===== src/rtl/wrr_pkg.sv =====
package wrr_pkg;

    // Operating mode of the quota gate for the current cycle
    typedef enum logic {
        GATE_NORMAL  = 1'b0,  // only clients with quota left compete
        GATE_REFRESH = 1'b1   // every requesting client is spent: start a new round
    } gate_mode_e;

endpackage


===== src/rtl/wrr_prio_pick.sv =====
module wrr_prio_pick #(
    parameter int N = 4
) (
    input  logic [N-1:0] bits_in,
    output logic [N-1:0] first_out
);

    // seen[i] is set when some bit below index i is already set
    logic [N:0] seen;

    assign seen[0] = 1'b0;

    generate
        for (genvar i = 0; i < N; i++) begin : g_chain
            assign seen[i+1]    = seen[i] | bits_in[i];
            assign first_out[i] = bits_in[i] & ~seen[i];
        end
    endgenerate

endmodule


===== src/rtl/wrr_quota_gate.sv =====
module wrr_quota_gate
    import wrr_pkg::*;
#(
    parameter int N  = 4,
    parameter int WW = 3
) (
    input  logic            clk,
    input  logic            rst_n,
    input  logic [N-1:0]    req,
    input  logic [N*WW-1:0] weights,
    input  logic [N-1:0]    gnt,
    output logic [N-1:0]    req_eff
);

    localparam logic [WW-1:0] ONE = {{(WW-1){1'b0}}, 1'b1};

    logic [N-1:0] spent;
    logic [N-1:0] eligible;
    logic [N-1:0] cnt_nz;
    gate_mode_e   mode;

    generate
        for (genvar i = 0; i < N; i++) begin : g_client
            logic [WW-1:0] raw_w;
            logic [WW-1:0] lim;
            logic [WW-1:0] cnt_q;

            assign raw_w    = weights[i*WW +: WW];
            // a zero weight is promoted to one
            assign lim      = (raw_w == '0) ? ONE : raw_w;
            assign spent[i] = (cnt_q >= lim);
            assign cnt_nz[i] = (cnt_q != '0);

            always_ff @(posedge clk or negedge rst_n) begin
                if (!rst_n) begin
                    cnt_q <= '0;
                end else if (mode == GATE_REFRESH) begin
                    cnt_q <= gnt[i] ? ONE : '0;
                end else if (gnt[i]) begin
                    cnt_q <= cnt_q + ONE;
                end
            end

            // a counter never runs past its client's quota
            assert_quota_bound_R6 : assert property (
                @(posedge clk) disable iff (!rst_n) cnt_q <= lim
            );
        end
    endgenerate

    assign eligible = req & ~spent;

    // mode decision
    always_comb begin
        mode = (|req && !(|eligible)) ? GATE_REFRESH : GATE_NORMAL;
    end

    // gated request output
    always_comb begin
        unique case (mode)
            GATE_NORMAL:  req_eff = eligible;
            GATE_REFRESH: req_eff = req;
            default:      req_eff = '0;
        endcase
    end

    // after a refresh at most the newly granted client holds a count
    assert_refresh_clear_R8 : assert property (
        @(posedge clk) disable iff (!rst_n)
        (mode == GATE_REFRESH) |=> ($countones(cnt_nz) <= 1)
    );

endmodule


===== src/rtl/wrr_rr_core.sv =====
module wrr_rr_core #(
    parameter int N = 4
) (
    input  logic         clk,
    input  logic         rst_n,
    input  logic [N-1:0] req_in,
    output logic [N-1:0] gnt
);

    localparam logic [N-1:0] LSB = {{(N-1){1'b0}}, 1'b1};

    logic [N-1:0] ptr_q;   // ones above the last served index
    logic [N-1:0] hi_req;
    logic [N-1:0] hi_gnt;
    logic [N-1:0] lo_gnt;
    logic [N-1:0] above;

    assign hi_req = req_in & ptr_q;

    wrr_prio_pick #(.N(N)) i_pick_masked (
        .bits_in   (hi_req),
        .first_out (hi_gnt)
    );

    wrr_prio_pick #(.N(N)) i_pick_plain (
        .bits_in   (req_in),
        .first_out (lo_gnt)
    );

    assign gnt   = (|hi_req) ? hi_gnt : lo_gnt;
    assign above = ~((gnt << 1) - LSB);

    always_ff @(posedge clk or negedge rst_n) begin
        if (!rst_n) begin
            ptr_q <= '1;
        end else if (|gnt) begin
            ptr_q <= above;
        end
    end

    // the client just served is excluded from the high-priority half
    assert_served_lowest_R5 : assert property (
        @(posedge clk) disable iff (!rst_n)
        (|gnt) |=> ((ptr_q & $past(gnt)) == '0)
    );

endmodule


===== src/rtl/wrr_arbiter.sv =====
module wrr_arbiter #(
    parameter int N  = 4,
    parameter int WW = 3
) (
    input  logic            clk,
    input  logic            rst_n,
    input  logic [N-1:0]    req,
    input  logic [N*WW-1:0] weights,
    output logic [N-1:0]    gnt
);

    logic [N-1:0] req_eff;

    wrr_quota_gate #(.N(N), .WW(WW)) i_gate (
        .clk     (clk),
        .rst_n   (rst_n),
        .req     (req),
        .weights (weights),
        .gnt     (gnt),
        .req_eff (req_eff)
    );

    wrr_rr_core #(.N(N)) i_core (
        .clk    (clk),
        .rst_n  (rst_n),
        .req_in (req_eff),
        .gnt    (gnt)
    );

    assert_onehot_grant_R1 : assert property (
        @(posedge clk) disable iff (!rst_n) $onehot0(gnt)
    );

    assert_grant_to_requester_R2 : assert property (
        @(posedge clk) disable iff (!rst_n) (gnt & ~req) == '0
    );

    assert_idle_no_grant_R3 : assert property (
        @(posedge clk) disable iff (!rst_n) (req == '0) |-> (gnt == '0)
    );

    assert_busy_some_grant_R3 : assert property (
        @(posedge clk) disable iff (!rst_n) (req != '0) |-> (gnt != '0)
    );

endmodule


===== config.mk =====
export PLATFORM = sky130hd
export DESIGN_NAME = wrr_arbiter
export DESIGN_NICKNAME = d
export VERILOG_FILES = /design/src/rtl/wrr_pkg.sv /design/src/rtl/wrr_prio_pick.sv /design/src/rtl/wrr_quota_gate.sv /design/src/rtl/wrr_rr_core.sv /design/src/rtl/wrr_arbiter.sv
export SDC_FILE = /design/constraint.sdc
export NUM_CORES = 1
export LEC_CHECK = 0
export ABC_AREA = 0
export BUFFER_PORTS_ARGS = -buffer_cell sky130_fd_sc_hd__buf_2
export CORE_MARGIN = 10
export CORE_UTILIZATION = 55
export CTS_CLUSTER_DIAMETER = 100
export DETAILED_ROUTE_END_ITERATION = 10
export PLACE_DENSITY = 0.79
export SLEW_MARGIN = 10
export SYNTH_ARGS = -nofsm -noshare
export SYNTH_HDL_FRONTEND = slang
export SYNTH_SLANG_ARGS = --single-unit

===== constraint.sdc =====
create_clock -name clk -period 8.5 [get_ports clk]
set_clock_uncertainty 0.2 [all_clocks]
set_input_delay 0.425 -clock clk [delete_from_list [all_inputs] [get_ports clk]]
set_output_delay 0.425 -clock clk [all_outputs]
set_load 0.03 [all_outputs]

# After elaboration in Yosys (flattened, before gate mapping)
# Index checks and enable logic that the tools add are counted.
# classes
addsub	5
order_cmp	4
muxes	19
bitwise	21
n_reduce_logical	14
# op_table
cell	count
3-bit two-way mux	12
4-bit OR reduction	4
3-bit by 1-bit adder with 3-bit output, second input constant	4
3-bit greater-or-equal comparator	4
3-bit logical NOT	4
4-bit AND	2
4-bit inverter	2
4-bit case mux with 2 select lines	1
2-bit nonzero test	4
1-bit inverter	7
1-bit AND	6
1-bit two-way mux	5
4-bit two-way mux	1
1-bit bitwise OR	4
4-bit by 1-bit subtractor with 4-bit output, second input constant	1
1-bit logical AND	1
1-bit logical NOT	1
# totals
regBits	16
in_bits	18
output_inout_bits	4
word_cells	68

# Logic depth before layout (Yosys ltp)
# depth
ltp_word	19
mapped_depth	10
mapped_depth_nobuf	10

# By module
# Synthesis repeated with hierarchy kept, for this count alone.
# unflattened
hier_cells	145
area_unflattened_um2	1403.8
# by_module_without_submodules
module	instances	cells_each	area_each_um2	seq_area_each_um2
wrr_quota_gate	1	103	980.9	300.3
wrr_rr_core	1	34	350.3	105.1
wrr_prio_pick	2	4	36.3	0.0

# Least setup slack after synthesis
# No wires, ideal clock.
# synth_path
path_kind	input -> register
startpoint	input port weights[9]
endpoint	register i_core.ptr_q[2]
setup_ns	0.085
arrival_ns	2.781
t_required_ns	8.215
setup_slack_ns	5.435
path_stages	10
n_path_buf	0
path_cell_list	o21bai_1 ha_1 nand2b_1 a221oi_4 o41ai_4 a222oi_1 o21ai_2 ha_1 nand3_1 mux2_1
# synth_between
elab_chain_len	18
word_cells_on_any_way	33
cone_classes	add/sub: 1; order compare: 1; mux: 4; bitwise: 21; reduce/logical: 6
# synth_lines
item	line	source
from (decl)	wrr_arbiter.sv:8	input logic [N*WW-1:0] weights,
3-bit logical NOT	wrr_quota_gate.sv:30	assign lim = (raw_w == '0) ? ONE : raw_w;
3-bit two-way mux *	wrr_quota_gate.sv:30	
3-bit greater-or-equal comparator *	wrr_quota_gate.sv:31	assign spent[i] = (cnt_q >= lim);
4-bit inverter *	wrr_quota_gate.sv:51	assign eligible = req & ~spent;
4-bit AND *	wrr_quota_gate.sv:51	
4-bit OR reduction	wrr_quota_gate.sv:55	mode = (|req && !(|eligible)) ? GATE_REFRESH : GATE_NORMAL;
1-bit logical NOT	wrr_quota_gate.sv:55	
1-bit logical AND	wrr_quota_gate.sv:55	
1-bit two-way mux	wrr_quota_gate.sv:55	
1-bit inverter	wrr_quota_gate.sv:60	unique case (mode)
4-bit case mux with 2 select lines *	wrr_quota_gate.sv:60	
4-bit AND	wrr_rr_core.sv:18	assign hi_req = req_in & ptr_q;
1-bit bitwise OR (2 in series)	wrr_prio_pick.sv:15	assign seen[i+1] = seen[i] | bits_in[i];
1-bit inverter	wrr_prio_pick.sv:16	assign first_out[i] = bits_in[i] & ~seen[i];
1-bit AND	wrr_prio_pick.sv:16	
4-bit two-way mux *	wrr_rr_core.sv:30	assign gnt = (|hi_req) ? hi_gnt : lo_gnt;
branches (longest 1 deep; another with 4-bit by 1-bit subtractor with 4-bit output)	-	
to (signal assigned)	wrr_rr_core.sv:37	ptr_q <= above;
to (decl)	wrr_rr_core.sv:12	logic [N-1:0] ptr_q;
# Mark *: on every way between the ends.
# A chain may end at the register's enable or synchronous reset.

# Final worst setup path
# layout_path
startpoint	register i_gate.g_client[3].cnt_q[0]
endpoint	output port gnt[0]
# layout_between
elab_chain_len	12
# layout_lines
item	line	source
from (decl)	wrr_quota_gate.sv:26	logic [WW-1:0] cnt_q;
from (signal assigned)	wrr_quota_gate.sv:38	cnt_q <= gnt[i] ? ONE : '0;
from (signal assigned)	wrr_quota_gate.sv:40	cnt_q <= cnt_q + ONE;
from (signal assigned)	wrr_quota_gate.sv:46	@(posedge clk) disable iff (!rst_n) cnt_q <= lim
3-bit greater-or-equal comparator *	wrr_quota_gate.sv:31	
4-bit inverter *	wrr_quota_gate.sv:51	
4-bit AND *	wrr_quota_gate.sv:51	
4-bit OR reduction	wrr_quota_gate.sv:55	
1-bit logical NOT	wrr_quota_gate.sv:55	
1-bit logical AND	wrr_quota_gate.sv:55	
1-bit two-way mux	wrr_quota_gate.sv:55	
1-bit inverter	wrr_quota_gate.sv:60	
4-bit case mux with 2 select lines *	wrr_quota_gate.sv:60	
4-bit AND	wrr_rr_core.sv:18	
4-bit OR reduction	wrr_rr_core.sv:30	
4-bit two-way mux *	wrr_rr_core.sv:30	
to (decl)	wrr_arbiter.sv:9	output logic [N-1:0] gnt
# Mark *: on every way between the ends. The rest lies on a longest branch, timed or not.

==> results.cfg <==
[synthesis]
syn-num-nets = 180
ys_types = 40
synth-edff-count = 0
syn_inst = 145
yosys-top-cells-area = dfrtp_1 (22%), ha_1 (15%), dfstp_2 (7.6%), inv_1 (6.0%), nand2_1 (4.4%)
ys.flop_type = dfrtp_1
synth_area_leader_cell = dfrtp_1
syn_area_um2 = 1380
ys_async_sr_fraction_pct = 100
yosys_warnings = 0
ys_seq_area_share_pct = 29.5
synth_seq_cells = 16
synth_top_area_share_pct = 21.8
syn_area_per_cell_um2 = 9.48

[drt]
antenna_left = 0
first_pass_iters = 4
wl_per_cell_um = 14.3
routed_wirelength_um = 2840
dr.first_iter.drc_count = 33
vias = 1116
via_per_inst = 5.61
drc = 0

[cts]
cts-root-buf = clkbuf_4
htree_levels = 1
postCtsSetupBuffers = 0
clk_path_buf_depth = 2
cts-hold-fix-buffers = 1
cts_tree = done
clk_pin_slew_ps = 90
worstSkewPairLatency_ps = 290
post_cts_resized = 0
numCtsBuffers = 3
cts_sinks = 16

[sta]
setup_viol = 0
post-route-period-util_pct = 39.7
period_minus_slack_ps = 3380
hold_viol = 0
drv_slew = 0
slew_headroom_pct = 62.0
tns_ps = 0
worst_pin_slew_ps = 567
rsz0062_at_grt = false
max_freq_ghz = 0.296

[pwr]
power_density_nw_per_um2 = 337
p_int_w = 0.000269
p_clk_share_pct = 7.8
cellLeakagePower_nw = 0.848
pwr-share-comb_pct = 63.9
peakVddDrop_uv = 240
total_power_w = 0.000520
power_frac_seq_pct = 28.3
swShare_pct = 48.3
switchingPower_w = 0.000251

[global_routing]
grt_pass1_wl_um = 4960
antenna_found_initial = 0
grt_pass1_vias = 1155
overflow = 0
grt_max_degree = 17
grtUsageTotal_pct = 11.9

[min_path]
min_path_type = flip-flop to flip-flop

[final_layout]
nets = 206
fillCellCount = 203
areaGrowthSynthToFinish_pct = 12.2
drive_gt1_share_pct = 23.1
antenna_cells = 0

[placement]
gp_congestion = 0.952
io_buffers = 21
dp_hpwl_um = 2380

[critical_path]
cp.arrival_ps = 2750
worstSetupPathType = flip-flop to primary output
required_ps = 7880
crit_fanout = 9
crit_path_start_kind = flip-flop
cp-end-kind = primary output

[floorplan]
rows = 18
initial_core_util_pct = 56.5
dieHeight_um = 70
ioPinCount = 22
coreArea_um2 = 2430
die_w_um = 70
die-area_um2 = 4900

[outcome]
outcome = completed

[job]
cap_violations = 0
-- logic make-up (layout without fill, tap and decap cells) --
family	count (synthesis)	after routing	share of synthesized area (%)
and+or+nand+nor	40	40	13.5
DFF	16	16	29.5
AOI/OAI and AO/OA	36	36	26.5
buffers and inverters	24	48	6.82
xor gates and xnor gates	6	6	3.82
muxes	6	6	4.46
adders and majority gates	17	17	15.5
-- routing by layer --
layer | share of wire (%) | GRT usage, % | wire length [um]
met5 | 0 | 0 | 0
met2 | 48 | 20.1 | 1370
met4 | 1.4 | 5.26 | 39
met3 | 4.6 | 2.82 | 130
met1 | 46 | 13.8 | 1300
-- per-stage QoR --
stage	std cells	instance area [um2]	setup WS, ps	hold WS [ps]	util [%]
after floorplan	145	1380	5430	-70.6	-
after global placement	195	1510	5210	157	62.1
after detailed placement	195	1510	5130	160	62.1
after CTS	199	1540	5100	293	63.4
after global routing	199	1540	4980	305	63.4
final	199	1540	5120	290	63.4
-- flip-flops by register name (all words and copies together) (netlist names) --
signal,count
i_gate.g_client.cnt_q,12
i_core.ptr_q,4
-- area by class of cell --
type / instances / area (um2) / share of cell area, %
tap: 30 / 37.5 / 2.43
timing repair buffer: 22 / 115 / 7.46
sequential: 16 / 405 / 26.3
inverter: 23 / 86.3 / 5.60
clock buffer: 3 / 22.5 / 1.46
multi-input combinational: 105 / 876 / 56.8
-- path summary, 6_finish.rpt --
path / depth (start not counted) / endpoint / slack (ps) / start
setup / recovery: 9 / gnt[0] / 5120 / i_gate.g_client[3].cnt_q[0]
hold / removal: 2 / i_core.ptr_q[0] / 290 / i_core.ptr_q[0]
setup reg to reg: 9 / i_core.ptr_q[2] / 5360 / i_gate.g_client[1].cnt_q[1]
min in group asynchronous: 2 / i_gate.g_client[1].cnt_q[2] / 370 / rst_n
hold reg to reg: 2 / i_core.ptr_q[0] / 290 / i_core.ptr_q[0]
max in group asynchronous: 2 / i_core.ptr_q[3] / 7420 / rst_n
-- placed cells by master, fill, tap and decap left out, types with 2 or more instances in the layout --
cell / synthesis / routed
a21oi_1: 4 / 4
buf_2: 0 / 21
clkbuf_4: 0 / 3
dfrtp_1: 12 / 12
dfstp_2: 4 / 4
ha_1: 17 / 17
inv_1: 22 / 22
mux2i_1: 5 / 5
nand2_1: 16 / 16
nand2b_1: 4 / 4
nand3_1: 2 / 2
nor2_1: 10 / 10
nor2b_1: 5 / 5
o2111ai_1: 2 / 2
o211a_1: 3 / 3
o211ai_1: 3 / 3
o21ai_0: 3 / 3
o21bai_1: 4 / 4
o41ai_2: 2 / 2
xor2_1: 5 / 5
-- power by group through the flow --
stage	sequential, W	clock [W]	combinational (W)
floorplan	0.000140	0	0.000271
global placement	0.000147	0	0.000318
detailed placement	0.000149	0	0.000335
CTS	0.000147	0.0000418	0.000337
global route	0.000152	0.0000460	0.000376
finish	0.000147	0.0000407	0.000332
-- Yosys cell counts (2+ instances only) --
cell type and n:
nand2b_1 4, o21bai_1 4, dfstp_2 4, o41ai_2 2
xor2_1 5, o2111ai_1 2, dfrtp_1 12, nor2b_1 5
nand2_1 16, ha_1 17, mux2i_1 5, inv_1 22
nand3_1 2, o211a_1 3, nor2_1 10, o211ai_1 3
a21oi_1 4, o21ai_0 3
-- worst max-delay path, stage by stage (launching register included) --
cell      delay, ps
dfrtp_1         380
inv_1            60
ha_1            290
nand2b_1        180
a221oi_4        480
o41ai_4         190
a222oi_1        410
o21ai_2         130
inv_2           120
buf_2           200
Power figures use the tool's default switching activity.
